[config.mk]
export PLATFORM = sky130hd
export DESIGN_NAME = pccard_cycle_ctrl
export DESIGN_NICKNAME = d
export VERILOG_FILES = /design/src/rtl/pccard_cycle_ctrl.sv
export SDC_FILE = /design/constraint.sdc
export NUM_CORES = 1
export LEC_CHECK = 0
export ABC_CLOCK_PERIOD_IN_PS = 7600
export CORE_MARGIN = 2
export CORE_UTILIZATION = 60
export DETAILED_ROUTE_END_ITERATION = 10
export GPL_TIMING_DRIVEN = 0
export PLACE_DENSITY = 0.86
export RECOVER_POWER = 50
export SLEW_MARGIN = 20
export SYNTH_ARGS = -nofsm -noshare
export SYNTH_HDL_FRONTEND = slang
export SYNTH_SLANG_ARGS = --single-unit
export TNS_END_PERCENT = 10
[constraint.sdc]
create_clock -name clk -period 7.6 [get_ports clk]
set_input_delay 1.52 -clock clk [delete_from_list [all_inputs] [get_ports clk]]
set_output_delay 1.52 -clock clk [all_outputs]
set_load 0.02 [all_outputs]
[src/rtl/pccard_cycle_ctrl.sv]
module pccard_cycle_ctrl #(
  parameter int AW = 16,
  parameter int DW = 16,
  parameter int BUF_WORDS = 8,
  parameter int TIMEOUT = 255
) (
  input  logic          clk,
  input  logic          rst_n,
  input  logic          cfg_wait_mode,
  input  logic [3:0]    cfg_fixed_len,
  input  logic [3:0]    cfg_min_strobe,
  input  logic          cfg_readahead,
  input  logic          req_valid,
  output logic          req_ready,
  input  logic          req_write,
  input  logic [1:0]    req_space,
  input  logic [AW-1:0] req_addr,
  input  logic [DW-1:0] req_wdata,
  input  logic [2:0]    req_len,
  input  logic          req_incr,
  output logic          rsp_valid,
  output logic [DW-1:0] rsp_data,
  output logic          done,
  output logic          done_err,
  input  logic          card_removed,
  output logic          card_strobe,
  output logic          card_we,
  output logic [1:0]    card_space,
  output logic [AW-1:0] card_addr,
  output logic [DW-1:0] card_wdata,
  input  logic [DW-1:0] card_rdata,
  input  logic          card_wait
);
  localparam int IW = $clog2(BUF_WORDS);
  localparam int CW = $clog2(TIMEOUT + 1);

  typedef enum logic [1:0] {S_IDLE, S_CYC, S_GAP, S_SERVE} st_t;
  st_t st;

  logic [CW-1:0] cnt;
  logic [AW-1:0] cur_addr, buf_base;
  logic [1:0]    space_q, buf_space;
  logic          we_q, incr_q, pf_q, ra_q, buf_ok;
  logic [DW-1:0] wdata_q;
  logic [IW:0]   left;
  logic [IW-1:0] idx;
  logic [DW-1:0] buf_mem [BUF_WORDS];

  wire [1:0] req_sp   = (req_space == 2'd3) ? 2'd0 : req_space;
  wire [3:0] eff_len  = (cfg_fixed_len < 4'd2) ? 4'd2 : cfg_fixed_len;
  wire [3:0] eff_min  = (cfg_min_strobe == 4'd0) ? 4'd1 : cfg_min_strobe;
  wire cyc_end = cfg_wait_mode ? (cnt >= CW'(eff_min) && !card_wait) : (cnt == CW'(eff_len));
  wire tmo     = cfg_wait_mode && !cyc_end && cnt == CW'(TIMEOUT);
  wire hit     = buf_ok && !req_write && req_incr && req_sp == buf_space && req_addr == buf_base;

  assign req_ready   = (st == S_IDLE) && !card_removed;
  assign card_strobe = (st == S_CYC);
  assign card_we     = we_q && card_strobe;
  assign card_space  = space_q;
  assign card_addr   = cur_addr;
  assign card_wdata  = wdata_q;

  always_ff @(posedge clk or negedge rst_n) begin
    if (!rst_n) begin
      st <= S_IDLE; cnt <= '0; cur_addr <= '0; buf_base <= '0;
      space_q <= 2'd0; buf_space <= 2'd0; we_q <= 1'b0; incr_q <= 1'b0;
      pf_q <= 1'b0; ra_q <= 1'b0; buf_ok <= 1'b0; wdata_q <= '0;
      left <= '0; idx <= '0; rsp_valid <= 1'b0; rsp_data <= '0;
      done <= 1'b0; done_err <= 1'b0;
    end else begin
      rsp_valid <= 1'b0; done <= 1'b0; done_err <= 1'b0;
      if (card_removed) begin
        buf_ok <= 1'b0; space_q <= 2'd0; pf_q <= 1'b0; st <= S_IDLE;
        if (st != S_IDLE && !pf_q) begin done <= 1'b1; done_err <= 1'b1; end
      end else begin
        case (st)
          S_IDLE: if (req_valid) begin
            idx <= '0;
            if (hit) begin
              st <= S_SERVE; left <= (IW+1)'(req_len) + 1'b1;
            end else begin
              st <= S_CYC; cnt <= CW'(1);
              cur_addr <= req_addr; space_q <= req_sp; we_q <= req_write;
              wdata_q <= req_wdata; incr_q <= req_incr; pf_q <= 1'b0;
              left <= req_write ? (IW+1)'(1) : (IW+1)'(req_len) + 1'b1;
              ra_q <= cfg_readahead && !req_write && req_incr && req_len == 3'(BUF_WORDS-1);
              if (req_write || req_sp != space_q) buf_ok <= 1'b0;
            end
          end
          S_SERVE: begin
            rsp_valid <= 1'b1; rsp_data <= buf_mem[idx];
            idx <= idx + 1'b1; left <= left - 1'b1;
            if (left == (IW+1)'(1)) begin done <= 1'b1; st <= S_IDLE; end
          end
          S_CYC: if (cyc_end) begin
            if (pf_q) buf_mem[idx] <= card_rdata;
            else if (!we_q) begin rsp_valid <= 1'b1; rsp_data <= card_rdata; end
            idx <= idx + 1'b1;
            if (incr_q) cur_addr <= cur_addr + 1'b1;
            if (left == (IW+1)'(1)) begin
              if (pf_q) begin
                buf_ok <= 1'b1; pf_q <= 1'b0; st <= S_IDLE;
              end else begin
                done <= 1'b1;
                if (ra_q) begin
                  pf_q <= 1'b1; buf_ok <= 1'b0; buf_base <= cur_addr + 1'b1;
                  buf_space <= space_q; left <= (IW+1)'(BUF_WORDS); idx <= '0;
                  st <= S_GAP;
                end else st <= S_IDLE;
              end
            end else begin
              left <= left - 1'b1; st <= S_GAP;
            end
          end else if (tmo) begin
            st <= S_IDLE; buf_ok <= 1'b0;
            if (!pf_q) begin done <= 1'b1; done_err <= 1'b1; end
            pf_q <= 1'b0;
          end else cnt <= cnt + 1'b1;
          S_GAP: begin st <= S_CYC; cnt <= CW'(1); end
          default: st <= S_IDLE;
        endcase
      end
    end
  end

  p_space_stable_r2: assert property (@(posedge clk) disable iff (!rst_n)
    card_strobe && $past(card_strobe) |-> $stable(card_space) && $stable(card_addr));
  p_fixed_len_r3: assert property (@(posedge clk) disable iff (!rst_n)
    !cfg_wait_mode && card_strobe |-> cnt <= CW'(eff_len));
  p_wait_hold_r4: assert property (@(posedge clk) disable iff (!rst_n)
    cfg_wait_mode && card_strobe && card_wait && !card_removed && cnt < CW'(TIMEOUT) |=> card_strobe);
  p_one_outstanding_r12: assert property (@(posedge clk) disable iff (!rst_n)
    req_valid && req_ready |=> !req_ready);
  p_removal_common_r11: assert property (@(posedge clk) disable iff (!rst_n)
    card_removed |=> card_space == 2'd0);
  p_err_with_done_r5: assert property (@(posedge clk) disable iff (!rst_n)
    done_err |-> done);
endmodule

==> results.md <==
- Die height: 133.9 microns
- Number of I/O pins: 126
- Simple-gate share of the synthesized area: 0.1013
- Drt drc: 0
- Setup Skew: 0.01570 ns
- Pwr/cell area: 296.8 mW/mm^2
- Sequential area share after synthesis: 0.6092
- WL final: 26300 microns
- Commonest non-fill, non-tap cell in the layout: edfxtp_1
- Synth Area in XOR/XNOR: 0.03113
- CTS tree: built
- Maximum buffer depth of the clock tree: 3
- Post-synth top area share: 0.3794
- Worst setup EP type: output port
- Leak: 4.646 nW
- GR Overflow Total: 0
- Failing checks: capacitance limit, slew limit
- Initial DRT Pass Iterations: 5
- Mux share of post-synthesis cell area: 0.1204
- Synthesized Nets: 863
- Reg2reg start: cnt[5]
- Compound-gate portion of the synthesized area: 0.09869
- Comb pwr share: 0.294
- Post-route ant nets: 0
- Maximum clock rate: 199.1 MHz
- Vias in the first global route: 7472
- Worst Max-Slew Pin Slew: 2.383 ns
- Cts bufs inserted: 23
- Clock-pin slew on the worst setup and hold paths: 0.06 ns
- Mapped Area: 0.01013 sq mm
- Setup violations, final: 0
- Combinational family with the most area after synthesis: multiplexers
- Period utilisation layout: 0.6609
- Synthesis-stage register bit count: 221
- Initial antenna violation count: 1
- # nets final: 1024
- RSZ-0062 raised after global routing: no
- Mean post-synth cell area: 12.95 sq um
- Leading area contributor after synthesis: edfxtp_1
- Internal: 2.523 mW
- Crit Path Max Fanout: 10
- First-pass GRT wire length: 40850 microns
- Post-Synth Adder-Cell Area: 0.01359
- Synth cell types: 68
- Flop2flop setup slack: 4.04 ns
- Fin util: 0.7589
- Synth Warn #: 0
- DR WL/cell: 22.29 microns
- Initial core utilization: 0.6130
- Status: finished, violations left
- Kind of critical path: reg2out
- Die area: 0.01794 sq mm
- Critical Path AT: 3.50 ns
- Fillers: 1026
- CP startpoint: st[1]
- Root buffer cell: clkbuf_16
- Num rows: 47
- Psw: 1.199 mW
- Post-CTS setup buffer count: 0
- H-tree levels: 1
- CP required: 6.08 ns
- Die width: 133.9 microns
- Clock power share: 0.294
- Post-DP HPWL: 17400 microns
- Iter 0 DRT Violations: 875
- Reg2reg end: buf_mem[6][12]
- Post-CTS sizing: 0
- R2r worst-path depth: 10
- Multi-input logic area: 0.003724 sq mm
- Period minus WS final: 5.023 ns
- Largest net degree at the start of global routing: 57
- Overall Power: 3.722 mW
- Num Clock Sinks: 221
- Placed Cells: 1138
- Critical Path Sink: card_strobe
- Synth area leaders: edfxtp_1 38%, dfrtp_1 23%, mux4_2 7.1%
- Clock latency on the worst-skew pair: 0.51 ns
- Switching share of power: 0.3222
- Hold Buf Count CTS: 0
- Main synth FF type: edfxtp_1
- # Max-Cap Violations: 1
- Slew Limit Headroom: -0.5885
- Placer congestion estimate: 0.9573
- Flop pwr share: 0.412
- Synth Instances: 782
- Class of the worst hold path: reg2reg
- Avg Vias per Cell: 6.319
- Most frequent cells in the layout: 128 x edfxtp_1, 93 x dfrtp_1, 80 x clkdlybuf4s50_1
- Max-slew violation count: 42
- Area Growth Syn to Fin: 23.80%
- Startpoint Class: flip-flop
- Vias: 7457
- Layout cells sized above 1: 0.1356
- Number of hold-slack violations in the final timing report: 0
- Port buffer count: 125
- Finished Layout Cells: 1180
- VDD IR max: 0.0002071 V
- FF+latch area: 0.006171 sq mm
- All-Layer GR Usage: 0.2955
- Asr flop ratio synth: 0.4208
- Core ar.: 0.01652 sq mm
- Number of synthesized flops with an enable pin: 128
==> metrics by stage <==
stage,setup slack (ns),instance area (sq um),setup TNS [ns],hold slack (ns)
floorplan,3.032,10130,0,0.4568
global placement,-0.7360,11660,-24.84,0.4615
detailed placement,2.530,11820,0,0.4694
CTS,2.635,12550,0,0.4828
global route,2.426,12540,0,0.5139
finish,2.577,12540,0,0.4772
==> synthesized netlist by cell type (7+ instances only) <==
master	number
o21ai_0	55
nand2_1	64
ha_1	11
xor2_1	20
dfrtp_1	93
a21oi_1	51
edfxtp_1	128
nand3_1	17
buf_2	7
mux4_2	32
xnor2_1	16
mux2i_1	21
nor3_1	7
o22ai_1	7
clkbuf_1	27
nor2_1	65
mux2_2	22
inv_1	22
nand2b_1	7
nor2b_1	7
==> flip-flops by register name, indices dropped and copies added (netlist names) <==
| name | count |
|---|---|
| buf_mem | 128 |
| buf_base | 16 |
| card_addr | 16 |
| card_wdata | 16 |
| rsp_data | 16 |
| cnt | 8 |
| left | 4 |
| idx | 3 |
| buf_space | 2 |
| card_space | 2 |
| st | 2 |
| buf_ok | 1 |
| done | 1 |
| done_err | 1 |
| incr_q | 1 |
| pf_q | 1 |
| ra_q | 1 |
| rsp_valid | 1 |
| we_q | 1 |
==> power groups by stage <==
stage / logic [mW] / clock network (mW) / registers, mW
after global placement: 1.05 / 0 / 1.54
after detailed placement: 1.09 / 0 / 1.55
final: 1.09 / 1.10 / 1.53
after CTS: 1.10 / 1.10 / 1.53
after floorplan: 0.524 / 0 / 1.65
after global routing: 1.17 / 1.15 / 1.55
==> worst min path at each step <==
stage,startpoint,slack (ns),depth (start not counted),endpoint
2_1_floorplan,buf_ok,0.46,1,buf_ok
3_3_place_gp,rsp_data[10],0.46,2,rsp_data[10]
3_5_place_dp,rsp_data[10],0.47,2,rsp_data[10]
4_1_cts,rsp_data[10],0.48,2,rsp_data[10]
5_1_grt,buf_ok,0.51,1,buf_ok
6_report,rsp_data[10],0.48,2,rsp_data[10]
==> routing by layer <==
layer  GRT usage  vias up  share of wire
met5           0        -              0
met4      0.1123        0          0.028
met3     0.04762       66          0.091
met2      0.4792      481           0.49
met1      0.4090     3664           0.39
li1            -     3246              -
==> final cells by class <==
| cell class | count | share of cell area |
|---|---|---|
| Timing Repair Buffer | 136 | 0.1104 |
| Multi-Input combinational cell | 498 | 0.2969 |
| Antenna cell | 1 | 0.0001995 |
| Buffer | 40 | 0.01387 |
| Inverter | 23 | 0.006884 |
| Clock buffer | 32 | 0.05018 |
| Sequential cell | 221 | 0.4921 |
| Tap cell | 220 | 0.02195 |
| Clock inverter | 9 | 0.007483 |
==> kinds of logic after synthesis <==
| kind of cell | after synthesis |
|---|---|
| adder cells (fa/ha/maj) | 11 |
| buffers and inverters | 63 |
| XOR/XNOR | 36 |
| AND/OR/NAND/NOR | 213 |
| flip-flops | 221 |
| multiplexers | 78 |
| AO/OA/AOI/OAI | 160 |
==> critical path: stages, from the launching register on <==
cell and delay, ns:
dfrtp_1 0.42, clkbuf_1 0.23, inv_1 0.22, nand2_1 0.20
inv_2 0.23, clkbuf_1 0.51, clkbuf_1 0.47, clkdlybuf4s50_1 0.70
Note: power is estimated with default switching activity, not from simulation.
